File: src/rtl/seq_pkg.sv
package seq_pkg;
  localparam int unsigned NUM_PHASE  = 24;
  localparam int unsigned NUM_STROBE = 8;
  localparam int unsigned OUT_W      = NUM_PHASE + NUM_STROBE;

  typedef enum logic [1:0] {
    CFG_START    = 2'd0,
    CFG_LOOP_ADR = 2'd1,
    CFG_LOOP_CNT = 2'd2,
    CFG_IDLE     = 2'd3
  } cfg_sel_e;
endpackage

File: src/rtl/seq_tick_gen.sv
module seq_tick_gen #(
  parameter int unsigned TICK_DIV = 10
) (
  input  logic clk_i,
  input  logic rst_ni,
  output logic tick_o
);
  generate
    if (TICK_DIV <= 1) begin : g_every
      logic unused_w;
      assign unused_w = clk_i ^ rst_ni;
      assign tick_o   = 1'b1;
    end else begin : g_div
      localparam int unsigned CW = $clog2(TICK_DIV);
      localparam logic [CW-1:0] LAST = CW'(TICK_DIV - 1);
      logic [CW-1:0] cnt_q;
      always_ff @(posedge clk_i or negedge rst_ni) begin
        if (!rst_ni)            cnt_q <= '0;
        else if (cnt_q == LAST) cnt_q <= '0;
        else                    cnt_q <= cnt_q + 1'b1;
      end
      assign tick_o = (cnt_q == LAST);
    end
  endgenerate
endmodule

File: src/rtl/seq_pattern_ram.sv
module seq_pattern_ram #(
  parameter int unsigned ADDR_W = 6,
  parameter int unsigned WORD_W = 41
) (
  input  logic              clk_i,
  input  logic              we_i,
  input  logic [ADDR_W-1:0] waddr_i,
  input  logic [WORD_W-1:0] wdata_i,
  input  logic [ADDR_W-1:0] raddr_i,
  output logic [WORD_W-1:0] rdata_o
);
  localparam int unsigned DEPTH = 1 << ADDR_W;
  logic [WORD_W-1:0] mem_q [DEPTH];

  always_ff @(posedge clk_i) begin
    if (we_i) mem_q[waddr_i] <= wdata_i;
  end

  assign rdata_o = mem_q[raddr_i];
endmodule

File: src/rtl/seq_ctrl.sv
module seq_ctrl
  import seq_pkg::*;
#(
  parameter int unsigned ADDR_W  = 6,
  parameter int unsigned DWELL_W = 8,
  parameter int unsigned LOOP_W  = 8,
  localparam int unsigned WORD_W = OUT_W + DWELL_W + 1
) (
  input  logic                  clk_i,
  input  logic                  rst_ni,
  input  logic                  tick_i,
  input  logic                  run_i,
  input  logic                  cfg_we_i,
  input  cfg_sel_e              cfg_sel_i,
  input  logic [31:0]           cfg_wdata_i,
  output logic [ADDR_W-1:0]     rd_addr_o,
  input  logic [WORD_W-1:0]     rd_data_i,
  output logic [NUM_PHASE-1:0]  phase_o,
  output logic [NUM_STROBE-1:0] strobe_o,
  output logic                  running_o
);
  logic [ADDR_W-1:0]  start_q, loop_adr_q, addr_q;
  logic [LOOP_W-1:0]  loop_cnt_q, loop_rem_q;
  logic [OUT_W-1:0]   idle_q, out_q;
  logic [DWELL_W-1:0] dwell_q;
  logic               le_q, running_q;

  logic               take_loop;
  logic [DWELL_W-1:0] rd_dwell;
  logic               rd_le;

  assign take_loop = le_q && (loop_rem_q != '0);
  assign rd_dwell  = rd_data_i[OUT_W +: DWELL_W];
  assign rd_le     = rd_data_i[WORD_W-1];

  always_comb begin
    if (!running_q)     rd_addr_o = start_q;
    else if (take_loop) rd_addr_o = loop_adr_q;
    else                rd_addr_o = addr_q + 1'b1;
  end

  // configuration registers, frozen while running
  always_ff @(posedge clk_i or negedge rst_ni) begin
    if (!rst_ni) begin
      start_q    <= '0;
      loop_adr_q <= '0;
      loop_cnt_q <= '0;
      idle_q     <= '0;
    end else if (cfg_we_i && !running_q) begin
      unique case (cfg_sel_i)
        CFG_START:    start_q    <= cfg_wdata_i[ADDR_W-1:0];
        CFG_LOOP_ADR: loop_adr_q <= cfg_wdata_i[ADDR_W-1:0];
        CFG_LOOP_CNT: loop_cnt_q <= cfg_wdata_i[LOOP_W-1:0];
        CFG_IDLE:     idle_q     <= cfg_wdata_i[OUT_W-1:0];
        default:      ;
      endcase
    end
  end

  always_ff @(posedge clk_i or negedge rst_ni) begin
    if (!rst_ni) begin
      running_q  <= 1'b0;
      addr_q     <= '0;
      dwell_q    <= '0;
      le_q       <= 1'b0;
      loop_rem_q <= '0;
      out_q      <= '0;
    end else if (tick_i) begin
      if (!running_q) begin
        if (run_i) begin
          running_q  <= 1'b1;
          addr_q     <= rd_addr_o;
          out_q      <= rd_data_i[OUT_W-1:0];
          dwell_q    <= rd_dwell;
          le_q       <= rd_le;
          loop_rem_q <= loop_cnt_q;
        end else begin
          out_q <= idle_q;
        end
      end else if (dwell_q != '0) begin
        dwell_q <= dwell_q - 1'b1;
      end else if (!run_i) begin
        running_q <= 1'b0;
        out_q     <= idle_q;
      end else begin
        addr_q  <= rd_addr_o;
        out_q   <= rd_data_i[OUT_W-1:0];
        dwell_q <= rd_dwell;
        le_q    <= rd_le;
        if (le_q) loop_rem_q <= take_loop ? loop_rem_q - 1'b1 : loop_cnt_q;
      end
    end
  end

  assign phase_o   = out_q[NUM_PHASE-1:0];
  assign strobe_o  = out_q[OUT_W-1:NUM_PHASE];
  assign running_o = running_q;
endmodule

File: src/rtl/pattern_sequencer.sv
module pattern_sequencer
  import seq_pkg::*;
#(
  parameter int unsigned ADDR_W   = 6,
  parameter int unsigned DWELL_W  = 8,
  parameter int unsigned LOOP_W   = 8,
  parameter int unsigned TICK_DIV = 10,
  localparam int unsigned WORD_W  = OUT_W + DWELL_W + 1
) (
  input  logic                  clk_i,
  input  logic                  rst_ni,
  input  logic                  run_i,
  input  logic                  mem_we_i,
  input  logic [ADDR_W-1:0]     mem_addr_i,
  input  logic [WORD_W-1:0]     mem_wdata_i,
  input  logic                  cfg_we_i,
  input  logic [1:0]            cfg_sel_i,
  input  logic [31:0]           cfg_wdata_i,
  output logic [NUM_PHASE-1:0]  phase_o,
  output logic [NUM_STROBE-1:0] strobe_o,
  output logic                  running_o
);
  logic              tick_w;
  logic              mem_we_w;
  logic [ADDR_W-1:0] rd_addr_w;
  logic [WORD_W-1:0] rd_data_w;

  assign mem_we_w = mem_we_i && !running_o;

  seq_tick_gen #(.TICK_DIV(TICK_DIV)) u_tick (
    .clk_i  (clk_i),
    .rst_ni (rst_ni),
    .tick_o (tick_w)
  );

  seq_pattern_ram #(.ADDR_W(ADDR_W), .WORD_W(WORD_W)) u_ram (
    .clk_i   (clk_i),
    .we_i    (mem_we_w),
    .waddr_i (mem_addr_i),
    .wdata_i (mem_wdata_i),
    .raddr_i (rd_addr_w),
    .rdata_o (rd_data_w)
  );

  seq_ctrl #(.ADDR_W(ADDR_W), .DWELL_W(DWELL_W), .LOOP_W(LOOP_W)) u_ctrl (
    .clk_i       (clk_i),
    .rst_ni      (rst_ni),
    .tick_i      (tick_w),
    .run_i       (run_i),
    .cfg_we_i    (cfg_we_i),
    .cfg_sel_i   (cfg_sel_e'(cfg_sel_i)),
    .cfg_wdata_i (cfg_wdata_i),
    .rd_addr_o   (rd_addr_w),
    .rd_data_i   (rd_data_w),
    .phase_o     (phase_o),
    .strobe_o    (strobe_o),
    .running_o   (running_o)
  );
endmodule

File: config.mk
export PLATFORM = sky130hd
export DESIGN_NAME = pattern_sequencer
export DESIGN_NICKNAME = d
export VERILOG_FILES = /design/src/rtl/seq_pkg.sv /design/src/rtl/seq_tick_gen.sv /design/src/rtl/seq_pattern_ram.sv /design/src/rtl/seq_ctrl.sv /design/src/rtl/pattern_sequencer.sv
export SDC_FILE = /design/constraint.sdc
export NUM_CORES = 2
export LEC_CHECK = 0
export BUFFER_PORTS_ARGS = -buffer_cell sky130_fd_sc_hd__buf_2
export CAP_MARGIN = 30
export CORE_UTILIZATION = 60
export CTS_BUF_LIST = sky130_fd_sc_hd__clkbuf_2
export DETAILED_ROUTE_END_ITERATION = 16
export PLACE_DENSITY = 0.74
export REMOVE_ABC_BUFFERS = 1
export SLEW_MARGIN = 20
export SYNTH_ARGS = -nofsm -noshare
export SYNTH_HDL_FRONTEND = slang
export SYNTH_SLANG_ARGS = --single-unit
File: constraint.sdc
create_clock -name clk_i -period 8.1 [get_ports clk_i]
set_clock_uncertainty 0.2 [all_clocks]
set_input_delay 1.62 -clock clk_i [delete_from_list [all_inputs] [get_ports clk_i]]
set_output_delay 1.62 -clock clk_i [all_outputs]
set_load 0.01 [all_outputs]
=== Word level (Yosys, flattened, before mapping) ===
Memory sizes are Yosys's and may differ from the RTL's.
Index checks and enable logic that the tools add are counted.

* Multiplexer cells: 26
* Add/subtract/negate cells: 4
* Eq/ne operators: 6
* Reduce and logical (&&, ||, !) cells: 15

{| class="wikitable"
|+ Operators by type and width
! operator !! number
|-
| $mux 32 || 3
|-
| $mux 8 || 9
|-
| $mux 6 || 5
|-
| $reduce_bool 8->1 || 2
|-
| $sub 8x1->8 const B || 2
|-
| $reduce_and 2->1 || 5
|-
| $mux 1 || 8
|-
| $add 6x1->6 const B || 1
|-
| $reduce_and 5->1 || 1
|-
| $add 4x1->4 const B || 1
|-
| $eq 2x2->1 const B || 2
|-
| $eq 4x4->1 const B || 1
|-
| $mux 4 || 1
|-
| $reduce_bool 2->1 || 2
|-
| $logic_and 1x1->1 || 3
|-
| $eq 2x1->1 const B || 1
|-
| $logic_not 2->1 || 1
|-
| $ne 2x1->1 const B || 1
|-
| $ne 2x2->1 const B || 1
|-
| $logic_not 1->1 || 1
|}

* Bits in registers: 112
* Memory bits (writable): 2,624
* Memories kept: 1
* Output and inout bits: 33

{| class="wikitable"
|+ Memory list
! name !! words !! width !! rd ports !! clocked after memory_dff !! wr ports !! RTL line !! text
|-
| u_ram.mem_q || 64 || 41 || 1 || 0 || 1 || seq_pattern_ram.sv:13 || <nowiki>logic [WORD_W-1:0] mem_q [DEPTH];</nowiki>
|}

=== Depth between registers and ports, before layout ===
An unclocked memory read counts as a cell.

* Depth in word-level cells: 8
* Mapped depth: 17
* Mapped depth without buffers: 11

=== Hierarchy ===
A second synthesis with hierarchy kept.

* Cells, all modules: 4,654
* Area total of the unflattened synthesis: 104,681.6 µm²

{| class="wikitable"
|+ Modules (own cells, without submodules)
! module !! sequential area each (µm²) !! cells each !! instances !! area each (µm²)
|-
| seq_pattern_ram || 78,795.6 || 4,185 || 1 || 99,287.7
|-
| seq_ctrl || 2,702.6 || 453 || 1 || 5,208.7
|-
| seq_tick_gen || 100.1 || 15 || 1 || 171.4
|-
| pattern_sequencer || 0.0 || 1 || 1 || 13.8
|}

=== Worst setup path after synthesis ===
OpenSTA, ideal clock, no wires.

* Path type: input -> register
* Start point: input port mem_addr_i[3]
* End point: memory u_ram.mem_q[48][0], enable pin
* Stages on the path: 4
* Arrival: 5.143 ns
* Slack: 2.267 ns
* Setup time: 0.491 ns
* Path through: clkbuf_1 -> nand4b_1 -> or3_1 -> nor3_1

{| class="wikitable"
|+ RTL lines
! what !! RTL line !! text
|-
| from (decl) || pattern_sequencer.sv:14 || <nowiki>input logic [ADDR_W-1:0] mem_addr_i,</nowiki>
|-
| to (decl) || seq_pattern_ram.sv:13 ||
|}

No word-level cell before the write port.

=== Worst setup path in the final report ===
* Start point: register u_ctrl.dwell_q[0]
* End point: register u_ctrl.out_q[1]

* Word-level cells in the longest chain between the ends: 3

{| class="wikitable"
|+ Ends and longest elaborated chain
! what !! RTL line !! text
|-
| from (decl) || seq_ctrl.sv:25 || <nowiki>logic [DWELL_W-1:0] dwell_q;</nowiki>
|-
| from (signal assigned) || seq_ctrl.sv:74 || <nowiki>dwell_q <= rd_dwell;</nowiki>
|-
| from (signal assigned) || seq_ctrl.sv:81 || <nowiki>dwell_q <= dwell_q - 1'b1;</nowiki>
|-
| from (signal assigned) || seq_ctrl.sv:88 || <nowiki>dwell_q <= rd_dwell;</nowiki>
|-
| $reduce_bool 8->1 || seq_ctrl.sv:80 || <nowiki>end else if (dwell_q != '0) begin</nowiki>
|-
| $ne 2x2->1 (no line) || -- ||
|-
| $reduce_and 2->1 (no line) || -- ||
|-
| to (signal assigned) || seq_ctrl.sv:78 || <nowiki>out_q <= idle_q;</nowiki>
|-
| to (signal assigned) || seq_ctrl.sv:84 || <nowiki>out_q <= idle_q;</nowiki>
|-
| to (signal assigned) || seq_ctrl.sv:87 || <nowiki>out_q <= rd_data_i[OUT_W-1:0];</nowiki>
|-
| to (decl) || seq_ctrl.sv:24 || <nowiki>logic [OUT_W-1:0] idle_q, out_q;</nowiki>
|}

No other way between the ends.
A chain may end at the register's enable or synchronous reset.

==> out/results.tsv <==
metric	value	unit
status	complete, no violations	
hold_viol_final	0	
design.die.area	178000	um2
gr-total-overflow	0	
ys.flop_type	edfxtp_1	
first_global_vias	59000	
ys_ff_latch	2736	
crit_family	simple AND/OR/NAND/NOR gates	
clock_latency	1.87	ns
start_util	60.6	%
die_w	422	um
seqPwrFrac	63.1	%
peakVddDrop	0.183	mV
fin_nets	6289	
fin_cells	9002	
power.density	210	nW/um2
synth-warning-count	0	
ant_nets	0	
async_flop_share	4.09	%
worst_pin_slew	1.32	ns
power.internal	0.0190	W
slew_violations	0	
holdBufCountCts	58	
core	174000	um2
gp_congestion	0.843	
std_cell_rows	153	
cp_data_arrival_time	7.11	ns
root_buffer	clkbuf_2	
grt_antenna_before_repair	15	
p_comb_share	1.4	%
synth_top_area_share	74.5	%
hold_class	input pin to register	
worst-path-max-fanout	33	
drc	0	
crit_slowest_cell	nor2_4	
drive_above_1_share	30.6	%
yosysUniqueCellTypes	66	
r2r_cells	11	
grt_max_degree	143	
ys_seq_area_share	77.2	%
holdPathEnd	u_ram.mem_q[47][31]	
power.switching	0.00556	W
path_buf_inv	3	
hold_depth	1	
dp_cells	7771	
syn_area	106000	um2
cts_tree	yes	
die_h	422	um
yosysTopAreaCell	edfxtp_1	
portBuffers	118	
r2r_setup_slack	2.55	ns
cts_setup_buffers	0	
synth.area.top_cells	edfxtp_1, mux4_2, nand2_1	
p_clk_share	35.5	%
io-pin-count	119	
drt-wirelength-per-cell	31.6	um
area_growth	10.6	%
switching_share	22.7	%
clk_pin_slew	0.11	ns
critPathLaunchType	register	
synth_edf_count	2624	
post_synth.cell_area_avg	19.3	um2
yosysMostFrequentCell	edfxtp_1	
worstSetupPathType	register to register	
worstSetupEndpointType	register	
crit_chain	inv_1 -> ha_1 -> or4b_2 -> o21a_1 -> nor2_4 -> buf_4 -> nand2_1 -> nor2_4 -> buf_4 -> o2111ai_1 -> nand3_1	
required	9.67	ns
min_period_over_period	68.5	%
routed-via-count	59200	
grt_use_total	32.0	%
rsz0062_at_grt	no	
holdCritStartpoint	mem_wdata_i[31]	
finalCriticalPeriod	5.55	ns
wl	284000	um
finalSetupViolCount	0	
post_cts_resized	0	
r2r-end	u_ctrl.out_q[1]	
dp_hpwl	148000	um
syn_inst	5475	
dr.pass1.iters	6	
crit_path_max_incr_delay	0.97	ns
clock_path_buffers	4	
whs	0.0645	ns
p_leak	38.6	nW
synth_top_cells_by_count	edfxtp_1, nand2_1, mux4_2	
cap_violations	0	
max_freq	180	MHz
vias_per_cell	6.58	
relSlewSlack	12.0	%
h-tree-depth	6	
grt_pass1_wl	405000	um
cts.sinks	2736	
cts_buffers	656	
r2r_start	u_ctrl.dwell_q[0]	
drtIter0Drc	8462	
-- power by group through the flow --
stage               registers, W  logic [W]  clock network (W)
detailed placement        0.0158   0.000300                  0
floorplan                 0.0158  0.0000178                  0
finish                    0.0155   0.000355            0.00870
global route              0.0155   0.000375            0.00950
global placement          0.0158   0.000259                  0
CTS                       0.0155   0.000320            0.00878
-- metal layers --
layer,vias up,track usage (%),wire (um)
met1,30100,43.1,99800
li1,23900,-,-
met2,4406,50.4,137000
met3,744,6.81,32700
met5,-,0,73
met4,6,15.5,14500
-- cells by family after synthesis --
group | synth area share (%)
xor gates and xnor gates | 0.0249
DFF | 77.2
and+or+nand+nor | 5.56
AOI/OAI and AO/OA | 2.28
muxes | 13.4
buffers and inverters | 1.53
adders and majority gates | 0.0473
-- final cells by class --
cell class | count | area [um2]
tap | 2325 | 2910
antenna | 20 | 50.0
clock inverter | 128 | 674
fill | 11300 | 57400
sequential | 2736 | 81600
clock buffer | 988 | 4940
timing repair buffer | 376 | 3640
multi-input combinational | 2418 | 23100
inverter | 11 | 41.3
-- cells in the final DEF, fill, tap and decap left out, types with 6 or more instances in the layout --
| cell | instances |
|---|---|
| clkbuf_2 | 988 |
| clkinv_2 | 8 |
| o21ai_0 | 36 |
| inv_2 | 10 |
| nand3_1 | 300 |
| a221oi_1 | 6 |
| nor2_4 | 67 |
| clkinv_1 | 103 |
| nor3_1 | 22 |
| a32oi_1 | 21 |
| mux2i_1 | 53 |
| a2111oi_0 | 31 |
| buf_16 | 15 |
| o211ai_1 | 8 |
| dlygate4sd3_1 | 73 |
| nor2_1 | 50 |
| a21oi_1 | 113 |
| buf_12 | 48 |
| dfrtp_1 | 112 |
| o2111ai_1 | 39 |
| nand2_1 | 803 |
| nand4_1 | 11 |
| a311oi_1 | 8 |
| a31oi_1 | 50 |
| bufinv_16 | 7 |
| mux2_2 | 51 |
| buf_2 | 114 |
| buf_4 | 122 |
| inv_1 | 11 |
| and3_1 | 70 |
| a22oi_1 | 6 |
| or3_1 | 8 |
| mux4_2 | 580 |
| edfxtp_1 | 2624 |
| diode_2 | 20 |
-- worst max path at each step --
stage / start / endpoint / slack (ns) / cells past startpoint
2_1_floorplan: u_ctrl.loop_rem_q[0] / u_ctrl.dwell_q[7] / -28.48 / 11
3_3_place_gp: u_ctrl.loop_rem_q[0] / u_ctrl.out_q[13] / 1.53 / 12
3_5_place_dp: u_ctrl.loop_rem_q[0] / u_ctrl.out_q[28] / 2.65 / 12
4_1_cts: u_ctrl.loop_rem_q[0] / u_ctrl.out_q[4] / 2.65 / 12
5_1_grt: u_ctrl.loop_rem_q[0] / u_ctrl.out_q[28] / 2.34 / 12
6_report: u_ctrl.dwell_q[0] / u_ctrl.out_q[1] / 2.55 / 11
-- flip-flops by register name, summed over array words and instances, names as in the netlist --
signal              cells
u_ctrl.loop_cnt_q       8
u_ctrl.loop_rem_q       8
u_ctrl.running_o        1
u_ram.mem_q          2624
u_ctrl.idle_q          32
u_ctrl.start_q          6
u_ctrl.out_q           32
u_ctrl.dwell_q          8
u_ctrl.addr_q           6
u_tick.g_div.cnt_q      4
u_ctrl.le_q             1
u_ctrl.loop_adr_q       6
-- metrics by stage --
step | setup TNS (ns) | utilization [%] | power [W] | instance area, um2 | worst slack, ns
floorplan | -1157.41 | - | 0.0158 | 104000 | -28.48
global placement | 0 | 62.8 | 0.0161 | 109000 | 1.53
detailed placement | 0 | 63.2 | 0.0161 | 110000 | 2.65
CTS | 0 | 66.7 | 0.0246 | 116000 | 2.65
global route | 0 | 67.1 | 0.0254 | 117000 | 2.34
finish | 0 | 67.1 | 0.0245 | 117000 | 2.55
-- worst reg2reg max path, delay by kind of cell, from the launching register on --
family          cells  cell delay, ns
buf+inv             3            1.18
simple gates        5            2.65
compound gates      2            0.86
fa+ha+maj           1            0.14
flops               1            0.44
No activity file was read; power rests on OpenSTA's default activity.
